--- config.mk ---
export PLATFORM = sky130hd
export DESIGN_NAME = pmcmd_engine
export DESIGN_NICKNAME = d
export VERILOG_FILES = /design/src/rtl/pmcmd_pkg.sv /design/src/rtl/pmcmd_sizes.sv /design/src/rtl/pmcmd_sync.sv /design/src/rtl/pmcmd_hshake.sv /design/src/rtl/pmcmd_engine.sv
export SDC_FILE = /design/constraint.sdc
export NUM_CORES = 1
export LEC_CHECK = 0
export BUFFER_PORTS_ARGS = -buffer_cell sky130_fd_sc_hd__buf_2
export CAP_MARGIN = 20
export CORE_UTILIZATION = 42
export CTS_BUF_LIST = sky130_fd_sc_hd__clkbuf_16
export DETAILED_ROUTE_END_ITERATION = 6
export GPL_TIMING_DRIVEN = 1
export PLACE_DENSITY = 0.64
export SETUP_SLACK_MARGIN = 0.3
export SLEW_MARGIN = 25
export SYNTH_ARGS = -nofsm -noshare
export SYNTH_HDL_FRONTEND = slang
export SYNTH_SLANG_ARGS = --single-unit
--- constraint.sdc ---
create_clock -name clk -period 4.2 [get_ports clk]
set_clock_uncertainty 0.15 [all_clocks]
set_input_delay 0.21 -clock clk [delete_from_list [all_inputs] [get_ports clk]]
set_output_delay 0.21 -clock clk [all_outputs]
set_load 0.02 [all_outputs]
--- src/rtl/pmcmd_pkg.sv ---
package pmcmd_pkg;

  typedef struct packed {
    logic       arg_var;
    logic [7:0] arg_n;
    logic       rsp_var;
    logic [7:0] rsp_n;
  } size_rule_t;

  typedef enum logic [2:0] {
    S_IDLE, S_EVAL, S_WAIT, S_RXTAKE, S_STEP, S_TXLOAD, S_RXPREP, S_FIN
  } eng_state_t;

  typedef enum logic [2:0] {
    PH_IDLE, PH_OP, PH_ALEN, PH_ARG, PH_RLEN, PH_RSP
  } eng_phase_t;

  // negative count means "carried as a length byte"
  function automatic size_rule_t mk(input int a, input int r);
    size_rule_t s;
    s.arg_var = (a < 0);
    s.arg_n   = (a < 0) ? 8'd0 : 8'(a);
    s.rsp_var = (r < 0);
    s.rsp_n   = (r < 0) ? 8'd0 : 8'(r);
    return s;
  endfunction

  function automatic size_rule_t size_of(input logic [7:0] op);
    size_rule_t s;
    s = op[3] ? mk(-1, -1) : mk(-1, 0);
    case (op)
      8'h1f, 8'h21, 8'h51, 8'h82, 8'ha5, 8'hd0, 8'hef: s = mk(0, 0);
      8'h10, 8'h11, 8'h23, 8'h24, 8'h40, 8'h41, 8'h4b, 8'h4c,
      8'h50, 8'h55, 8'h57, 8'h59, 8'h70, 8'h71, 8'h72, 8'h90,
      8'ha9:                                               s = mk(1, 0);
      8'h22, 8'h52, 8'h53, 8'h60, 8'h91, 8'ha0, 8'ha1, 8'ha2,
      8'hab:                                               s = mk(2, 0);
      8'h33, 8'h56, 8'haa:                                 s = mk(3, 0);
      8'h30, 8'h3f, 8'h80, 8'ha3, 8'he1, 8'he5:            s = mk(4, 0);
      8'h31:                                               s = mk(20, 0);
      8'h18, 8'h19, 8'h48, 8'h49, 8'h58, 8'h98, 8'h99, 8'hdc,
      8'he2, 8'hea:                                        s = mk(0, 1);
      8'h5a, 8'h5b, 8'h6a:                                 s = mk(0, 2);
      8'h68, 8'h69:                                        s = mk(0, 3);
      8'h38:                                               s = mk(0, 4);
      8'h88:                                               s = mk(0, 5);
      8'h6b:                                               s = mk(0, 8);
      8'h39:                                               s = mk(0, 20);
      8'h28, 8'h29, 8'h2f, 8'h5c, 8'h6c, 8'h6d, 8'h78, 8'h79,
      8'hdd, 8'hec:                                        s = mk(0, -1);
      8'ha8, 8'hd8, 8'hd9:                                 s = mk(1, 1);
      8'h3b:                                               s = mk(2, 1);
      8'h3a:                                               s = mk(2, -1);
      8'h3c, 8'he8:                                        s = mk(3, -1);
      8'h7e, 8'h7f:                                        s = mk(4, 1);
      8'h7d:                                               s = mk(5, 1);
      default: ;
    endcase
    return s;
  endfunction

endpackage

--- src/rtl/pmcmd_sizes.sv ---
module pmcmd_sizes
  import pmcmd_pkg::*;
(
  input  logic [7:0] opcode,
  output logic       arg_var,
  output logic [7:0] arg_n,
  output logic       rsp_var,
  output logic [7:0] rsp_n
);
  size_rule_t rule;
  always_comb rule = size_of(opcode);
  assign arg_var = rule.arg_var;
  assign arg_n   = rule.arg_n;
  assign rsp_var = rule.rsp_var;
  assign rsp_n   = rule.rsp_n;
endmodule

--- src/rtl/pmcmd_sync.sv ---
module pmcmd_sync #(
  parameter int STAGES = 2
) (
  input  logic clk,
  input  logic rst_n,
  input  logic d_in,
  output logic d_out
);
  generate
    if (STAGES == 0) begin : g_pass
      assign d_out = d_in;
    end else begin : g_chain
      logic [STAGES-1:0] chain;
      always_ff @(posedge clk or negedge rst_n) begin
        if (!rst_n) chain <= '1;
        else        chain <= {chain[STAGES-2 >= 0 ? STAGES-2 : 0 : 0], d_in} & {STAGES{1'b1}};
      end
      assign d_out = chain[STAGES-1];
    end
  endgenerate
endmodule

--- src/rtl/pmcmd_hshake.sv ---
module pmcmd_hshake #(
  parameter int TMO_W = 16
) (
  input  logic             clk,
  input  logic             rst_n,
  input  logic             start,
  input  logic             idle_only,
  input  logic             ack_n_s,
  input  logic [TMO_W-1:0] tmo_limit,
  output logic             req_n,
  output logic             fin,
  output logic             tmo_evt,
  output logic             hs_wait
);
  typedef enum logic [1:0] {H_REST, H_IDLECHK, H_LO, H_HI} hs_state_t;
  hs_state_t        st;
  logic [TMO_W-1:0] cnt;
  logic             expire;

  // the wait ends after tmo_limit cycles without the awaited level
  assign expire  = (tmo_limit != '0) && (cnt == tmo_limit - 1'b1);
  assign hs_wait = (st != H_REST);

  always_ff @(posedge clk or negedge rst_n) begin
    if (!rst_n) begin
      st      <= H_REST;
      cnt     <= '0;
      req_n   <= 1'b1;
      fin     <= 1'b0;
      tmo_evt <= 1'b0;
    end else begin
      fin     <= 1'b0;
      tmo_evt <= 1'b0;
      case (st)
        H_REST: if (start) begin
          cnt <= '0;
          if (idle_only) st <= H_IDLECHK;
          else begin
            req_n <= 1'b0;
            st    <= H_LO;
          end
        end
        H_IDLECHK: begin
          if (ack_n_s) begin
            fin <= 1'b1;
            st  <= H_REST;
          end else if (expire) begin
            tmo_evt <= 1'b1;
            st      <= H_REST;
          end else cnt <= cnt + 1'b1;
        end
        H_LO: begin
          if (!ack_n_s) begin
            req_n <= 1'b1;
            cnt   <= '0;
            st    <= H_HI;
          end else if (expire) begin
            req_n   <= 1'b1;
            tmo_evt <= 1'b1;
            st      <= H_REST;
          end else cnt <= cnt + 1'b1;
        end
        default: begin
          if (ack_n_s) begin
            fin <= 1'b1;
            st  <= H_REST;
          end else if (expire) begin
            tmo_evt <= 1'b1;
            st      <= H_REST;
          end else cnt <= cnt + 1'b1;
        end
      endcase
    end
  end

  // request returns high only after acknowledge was seen low (or on abort)
  p_req_rise_acked_r2: assert property (@(posedge clk) disable iff (!rst_n)
    $rose(req_n) |-> (tmo_evt || $past(!ack_n_s)));
  // a byte completes only with acknowledge seen high again
  p_fin_ack_high_r2: assert property (@(posedge clk) disable iff (!rst_n)
    fin |-> $past(ack_n_s));
  // completion and abort never coincide
  p_fin_xor_tmo_r11: assert property (@(posedge clk) disable iff (!rst_n)
    !(fin && tmo_evt));
endmodule

--- src/rtl/pmcmd_engine.sv ---
module pmcmd_engine
  import pmcmd_pkg::*;
#(
  parameter int MAX_ARGS    = 8,
  parameter int MAX_RSP     = 8,
  parameter int TMO_W       = 16,
  parameter int SYNC_STAGES = 2,
  localparam int AW  = $clog2(MAX_ARGS + 1),
  localparam int RW  = $clog2(MAX_RSP + 1)
) (
  input  logic                  clk,
  input  logic                  rst_n,
  input  logic                  req_valid,
  input  logic [7:0]            req_opcode,
  input  logic [AW-1:0]         req_argc,
  input  logic [MAX_ARGS*8-1:0] req_args,
  input  logic [RW-1:0]         req_room,
  input  logic [TMO_W-1:0]      tmo_limit,
  output logic                  busy,
  output logic                  done,
  output logic                  err,
  output logic [RW-1:0]         rsp_count,
  output logic [MAX_RSP*8-1:0]  rsp_bytes,
  output logic                  lnk_req_n,
  input  logic                  lnk_ack_n,
  output logic                  sh_dir_out,
  output logic                  sh_load,
  output logic [7:0]            sh_txd,
  output logic                  sh_rd,
  input  logic [7:0]            sh_rxd
);
  localparam int AIW = (MAX_ARGS > 1) ? $clog2(MAX_ARGS) : 1;
  localparam int RIW = (MAX_RSP > 1) ? $clog2(MAX_RSP) : 1;

  eng_state_t                 st;
  eng_phase_t                 phase;
  logic [7:0]                 op_q;
  logic [AW-1:0]              argc_q;
  logic [MAX_ARGS-1:0][7:0]   args_q;
  logic [RW-1:0]              room_q;
  logic [MAX_RSP-1:0][7:0]    rsp_q;
  logic [7:0]                 idx;
  logic [7:0]                 total;
  logic [7:0]                 rx_q;
  logic                       err_q;

  logic       arg_var, rsp_var;
  logic [7:0] arg_n, rsp_n;
  logic       ack_s;
  logic       hs_start, hs_idle_only, hs_fin, hs_tmo, hs_wait;
  logic       bad_req, to_rx, is_rx_phase;
  logic [7:0] tx_byte;

  pmcmd_sizes u_sizes (
    .opcode (op_q),
    .arg_var(arg_var),
    .arg_n  (arg_n),
    .rsp_var(rsp_var),
    .rsp_n  (rsp_n)
  );

  pmcmd_sync #(.STAGES(SYNC_STAGES)) u_sync (
    .clk  (clk),
    .rst_n(rst_n),
    .d_in (lnk_ack_n),
    .d_out(ack_s)
  );

  pmcmd_hshake #(.TMO_W(TMO_W)) u_hs (
    .clk      (clk),
    .rst_n    (rst_n),
    .start    (hs_start),
    .idle_only(hs_idle_only),
    .ack_n_s  (ack_s),
    .tmo_limit(tmo_limit),
    .req_n    (lnk_req_n),
    .fin      (hs_fin),
    .tmo_evt  (hs_tmo),
    .hs_wait  (hs_wait)
  );

  // named internal events
  assign bad_req = (argc_q > AW'(MAX_ARGS)) ||
                   (!arg_var && (8'(argc_q) != arg_n));
  assign to_rx   = ((phase == PH_OP)   && !arg_var && (argc_q == '0)) ||
                   ((phase == PH_ALEN) && (argc_q == '0)) ||
                   ((phase == PH_ARG)  && ((9'(idx) + 9'd1) >= 9'(argc_q)));
  assign is_rx_phase  = (phase == PH_RLEN) || (phase == PH_RSP);
  assign hs_idle_only = (st == S_EVAL);
  assign hs_start     = ((st == S_EVAL) && !bad_req) ||
                        (st == S_TXLOAD) || (st == S_RXPREP);

  always_comb begin
    case (phase)
      PH_OP:   tx_byte = op_q;
      PH_ALEN: tx_byte = 8'(argc_q);
      default: tx_byte = args_q[idx[AIW-1:0]];
    endcase
  end

  assign busy      = (st != S_IDLE);
  assign done      = (st == S_FIN);
  assign err       = err_q;
  assign sh_rd     = (st == S_RXPREP) || (st == S_RXTAKE);
  assign rsp_bytes = rsp_q;

  always_ff @(posedge clk or negedge rst_n) begin
    if (!rst_n) begin
      st         <= S_IDLE;
      phase      <= PH_IDLE;
      op_q       <= '0;
      argc_q     <= '0;
      args_q     <= '0;
      room_q     <= '0;
      rsp_q      <= '0;
      rsp_count  <= '0;
      idx        <= '0;
      total      <= '0;
      rx_q       <= '0;
      err_q      <= 1'b0;
      sh_dir_out <= 1'b0;
      sh_load    <= 1'b0;
      sh_txd     <= '0;
    end else begin
      sh_load <= 1'b0;
      case (st)
        S_IDLE: if (req_valid) begin
          op_q      <= req_opcode;
          argc_q    <= req_argc;
          args_q    <= req_args;
          room_q    <= (req_room > RW'(MAX_RSP)) ? RW'(MAX_RSP) : req_room;
          rsp_q     <= '0;
          rsp_count <= '0;
          err_q     <= 1'b0;
          idx       <= '0;
          st        <= S_EVAL;
        end
        S_EVAL: begin
          phase <= PH_IDLE;
          if (bad_req) begin
            err_q <= 1'b1;
            st    <= S_FIN;
          end else st <= S_WAIT;
        end
        S_WAIT: begin
          if (hs_tmo) begin
            err_q <= 1'b1;
            st    <= S_FIN;
          end else if (hs_fin) st <= is_rx_phase ? S_RXTAKE : S_STEP;
        end
        S_TXLOAD: begin
          sh_dir_out <= 1'b1;
          sh_txd     <= tx_byte;
          sh_load    <= 1'b1;
          st         <= S_WAIT;
        end
        S_RXPREP: begin
          sh_dir_out <= 1'b0;
          st         <= S_WAIT;
        end
        S_RXTAKE: begin
          rx_q <= sh_rxd;
          if ((phase == PH_RSP) && (idx < 8'(room_q))) begin
            rsp_q[idx[RIW-1:0]] <= sh_rxd;
            rsp_count           <= rsp_count + 1'b1;
          end
          st <= S_STEP;
        end
        S_STEP: begin
          case (phase)
            PH_IDLE: begin
              phase <= PH_OP;
              st    <= S_TXLOAD;
            end
            PH_OP: if (arg_var) begin
              phase <= PH_ALEN;
              st    <= S_TXLOAD;
            end else if (argc_q != '0) begin
              phase <= PH_ARG;
              idx   <= '0;
              st    <= S_TXLOAD;
            end
            PH_ALEN: if (argc_q != '0) begin
              phase <= PH_ARG;
              idx   <= '0;
              st    <= S_TXLOAD;
            end
            PH_ARG: if (!to_rx) begin
              idx <= idx + 1'b1;
              st  <= S_TXLOAD;
            end
            PH_RLEN: begin
              if (rx_q == '0) st <= S_FIN;
              else begin
                total <= rx_q;
                phase <= PH_RSP;
                idx   <= '0;
                st    <= S_RXPREP;
              end
            end
            default: begin
              if ((9'(idx) + 9'd1) < 9'(total)) begin
                idx <= idx + 1'b1;
                st  <= S_RXPREP;
              end else st <= S_FIN;
            end
          endcase
          if (to_rx) begin
            idx <= '0;
            if (rsp_var) begin
              phase <= PH_RLEN;
              st    <= S_RXPREP;
            end else if (rsp_n == '0) st <= S_FIN;
            else begin
              total <= rsp_n;
              phase <= PH_RSP;
              st    <= S_RXPREP;
            end
          end
        end
        default: st <= S_IDLE;
      endcase
    end
  end

  // request line quiet while idle
  p_quiet_idle_r1: assert property (@(posedge clk) disable iff (!rst_n)
    !busy |-> lnk_req_n);
  // completion is a single-cycle pulse
  p_done_single_r10: assert property (@(posedge clk) disable iff (!rst_n)
    done |=> !done);
  // never more stored bytes than room
  p_count_fits_r8: assert property (@(posedge clk) disable iff (!rst_n)
    done |-> (rsp_count <= room_q));
  // receive handshake is preceded by a register read
  p_preread_r9: assert property (@(posedge clk) disable iff (!rst_n)
    ($fell(lnk_req_n) && !sh_dir_out) |-> $past(sh_rd));
  // transmit byte stays put while the request is low
  p_txd_hold_r9: assert property (@(posedge clk) disable iff (!rst_n)
    (!lnk_req_n && $past(!lnk_req_n) && sh_dir_out) |-> $stable(sh_txd));
  // a rejected exchange never starts a handshake
  p_reject_silent_r5: assert property (@(posedge clk) disable iff (!rst_n)
    (st == S_EVAL && bad_req) |=> (lnk_req_n && !hs_wait));
endmodule

==> results by group <==
Layout
  • Multi-input gate area: 5990 µm²
  • Number of diodes: 0
  • Area Overhead vs Synth: 24.7%
  • Fillcell total: 2543
  • Final #Nets: 1697
  • Layout cells sized above 1: 0.200
  • Final Non-Filler Cells: 1966
  • Seq. cell area: 5310 µm²

Floorplan
  • Core Rows: 61
  • Core Footprint: 27700 µm²
  • IO Pins: 191
  • Die Wd: 170 µm
  • Die area: 28800 µm²
  • Initial Util: 0.427
  • Die height: 170 µm

Placement
  • Dpl cells: 1841
  • Final GP Congestion: 0.883
  • Port Buf Inserts: 190
  • Dpl hpwl: 22800 µm

Clock tree
  • Clock tree sinks: 212
  • Total CTS buffers: 24
  • CTS tree: built
  • H-tree depth: 1
  • Reg clk slew, reported paths: 0.06 ns
  • Clk_lat worst skew: 0.53 ns
  • Clock Path Buffers: 3
  • Root Driver: clkbuf_16

Worst setup path
  • Worst Reg2Reg Path Length in Cells: 10
  • Worst R2R End: u_hs.cnt[15]$_DFFE_PN0P_
  • Crit-path max FO: 14
  • Critical path class: reg -> reg
  • Crit path DAT: 3.97 ns
  • CP Data Required Time: 4.51 ns
  • Setup crit end kind: flop
  • Setup crit start: op_q[5]$_DFFE_PN0P_
  • Nature of the critical path startpoint: flop
  • Critical register-to-register path startpoint: op_q[5]$_DFFE_PN0P_
  • Flop-to-flop setup slack: 0.54 ns

STA
  • Max-slew violations: 0
  • Minimum clock period: 3.66 ns
  • Final TNS setup: 0 ns
  • Final period utilization: 0.871
  • Final setup viols: 0
  • Final hold viol count: 0
  • Fmax: 0.273 GHz
  • Unrepaired setup endpoints after global routing: no
  • Slew @ Worst Pin: 0.898 ns
  • Slew margin rel.: 0.401

Global route
  • Vias in the first global route: 10500
  • Grt met3 use: 0.0331
  • Global route hottest layer: met2
  • Grt total ovfl: 0
  • First-pass GRT wire length: 55000 µm
  • Total global-route track usage: 0.238
  • Grt met2 use: 0.396
  • Met1 Use GR: 0.321
  • Initial antenna violation count: 0
  • Largest net degree at the start of global routing: 103

Outcome
  • Status: completed

Synthesis
  • Synth area leader: dfrtp_1
  • Syn_nets: 1459
  • Syn Inst Count: 1333
  • Synth Register Bits: 212
  • Top cell type's share of synthesized area: 0.443
  • Post-synthesis area per instance: 8.87 µm²
  • Sequential-to-total area share from yosys stat: 0.449
  • Cell area after synthesis: 11800 µm²
  • Post-synth ARST share: 1.00
  • Yosys warns: 0
  • Synth unique cells: 86
  • Ys flop type: dfrtp_1
  • Post-synth EDFFs: 0
  • Largest cells by area after synthesis: dfrtp_1 44%, nand2_1 11%, o21ai_0 3.7%

Detailed routing
  • Vias/cell: 5.44
  • Total Routed Length: 34200 µm
  • Final ANT Viol Nets: 0
  • Residual DRC count: 0
  • DRT iter0 DRCs: 722
  • DR WL/cell: 17.4 µm
  • Via count: 10700
  • DR pass1 iterations: 7

Power and ir drop
  • Power Density: 599 nW/µm²
  • Design Power: 8.83 mW
  • VDD IR-drop max: 0.000304 V
  • Leak Pwr: 6.98 nW

Worst hold path
  • Hold wc startpoint: sh_rxd[0]
  • Hold WC Path Type: in -> reg
  • Hold path endpoint: rx_q[0]$_DFFE_PN0P_
  • Hold Path Stages: 3

Flow run
  • Maxcap violations: 0
==> power by group <==
group          switching (mW)  internal (mW)  leakage (nW)
Clock                   0.878           1.29         0.399
Sequential              0.622           2.59          2.80
Combinational            2.06           1.37          3.79
==> sequential cells by signal, indices dropped and copies added (netlist names), 2 cells and up <==
| name | count |
|---|---|
| args_q | 64 |
| rsp_bytes | 64 |
| u_hs.cnt | 16 |
| idx | 8 |
| op_q | 8 |
| rx_q | 8 |
| sh_txd | 8 |
| total | 8 |
| argc_q | 4 |
| room_q | 4 |
| rsp_count | 4 |
| phase | 3 |
| st | 3 |
| u_hs.st | 2 |
| u_sync.g_chain.chain | 2 |
==> critical path, stage by stage, from the launching register on <==
cell and delay (ns):
dfrtp_1 0.55, buf_4 0.26, or3b_2 0.47, o32a_1 0.32
o21ai_0 0.25, a311oi_1 0.11, nand4_2 0.22, or2_2 0.21
o31ai_2 0.12, a2111oi_4 0.68, a221o_1 0.27
==> how the worst max path moves through the flow <==
| stage | slack (ns) | to | depth (start not counted) |
|---|---|---|---|
| after global routing | 0.33 | u_hs.cnt[1]$_DFFE_PN0P_ | 10 |
| after floorplan | 1.01 | idx[4]$_DFFE_PN0P_ | 13 |
| after CTS | 0.54 | u_hs.cnt[15]$_DFFE_PN0P_ | 9 |
| after global placement | 0.61 | u_hs.cnt[1]$_DFFE_PN0P_ | 9 |
| final | 0.54 | u_hs.cnt[15]$_DFFE_PN0P_ | 10 |
| after detailed placement | 0.53 | u_hs.cnt[15]$_DFFE_PN0P_ | 12 |
==> logic make-up after synthesis <==
family / after synthesis / synth area share
multiplexers: 61 / 0.0633
flip-flops: 212 / 0.449
AND/OR/NAND/NOR: 627 / 0.250
buffers and inverters: 120 / 0.0448
AO/OA/AOI/OAI: 264 / 0.151
adder cells (fa/ha/maj): 18 / 0.0191
XOR/XNOR: 31 / 0.0230
==> cells in the mapped netlist, types with 6 or more instances <==
master    count
inv_1        32
buf_1         9
and3_1        9
mux2i_1      41
xor2_1       16
clkbuf_1     53
ha_1         18
a31o_2        8
nand2_1     332
a221o_1       7
nor3_1       18
a21o_1        8
a22oi_1       9
buf_2        16
nand4_1       8
nand2b_1     23
nor2_1       75
mux4_2       10
or2_2         8
a31oi_1      19
or4_1         6
a21oi_1      40
dfrtp_1     209
o21ai_0      88
and2_1       10
or3_1         7
nor4_1       11
buf_6         7
o31ai_1      10
o32ai_1       6
mux2_2       10
xnor2_1      15
nand3_1      59
nor2b_1      17
nand3b_1      8
==> what timing repair did <==
item                       CTS  global route
setup endpoints to repair    0             3
hold endpoints to repair   181             0
resized for setup            0             2
buffers inserted             0             0
hold buffers                82             0
==> stage by stage <==
stage / setup slack (ns) / utilization / hold WS [ns] / cell area, µm²
5_1_grt: 0.332 / 0.532 / 0.0426 / 14700
3_5_place_dp: 0.529 / 0.473 / 0.168 / 13100
4_1_cts: 0.541 / 0.532 / 0.00484 / 14700
6_report: 0.541 / 0.532 / 0.0143 / 14700
3_3_place_gp: 0.606 / 0.473 / 0.171 / 13100
2_1_floorplan: 1.01 / - / -0.236 / 11800
==> metal layers <==
layer  share of wire  routed length (µm)  vias up
li1                -                   -     5150
met4           0.027                 939        0
met2            0.48               16500      302
met5               0                   0        -
met3           0.049                1670       68
met1            0.44               15000     5170
==> cells in the final DEF (no fill, tap or decap), types with 9 or more instances in the layout <==
cell             n
ha_1            18
buf_2          189
buf_4           23
xor2_1          16
dfrtp_1        207
nand2b_1        23
inv_1           35
clkbuf_16       24
mux2i_1         41
nor4_1          11
nor2_1          74
mux4_2          10
nor3_1          18
nand2_1        332
and2_1          10
dlygate4sd3_1   82
and3_1           9
a31oi_1         19
o31ai_1         10
a22oi_1          9
o21ai_0         88
nor2b_1         17
mux2_2          10
a21oi_1         39
nand3_1         59
xnor2_1         15
==> layout make-up <==
| cell class | count | area share |
|---|---|---|
| repair buffers | 298 | 0.137 |
| flip-flops and latches | 212 | 0.360 |
| clock inverters | 19 | 0.0148 |
| clock buffers | 24 | 0.0408 |
| inverters | 34 | 0.00866 |
| multi-input cells | 1001 | 0.407 |
| well taps | 378 | 0.0321 |
(Power assumes the default switching activity.)
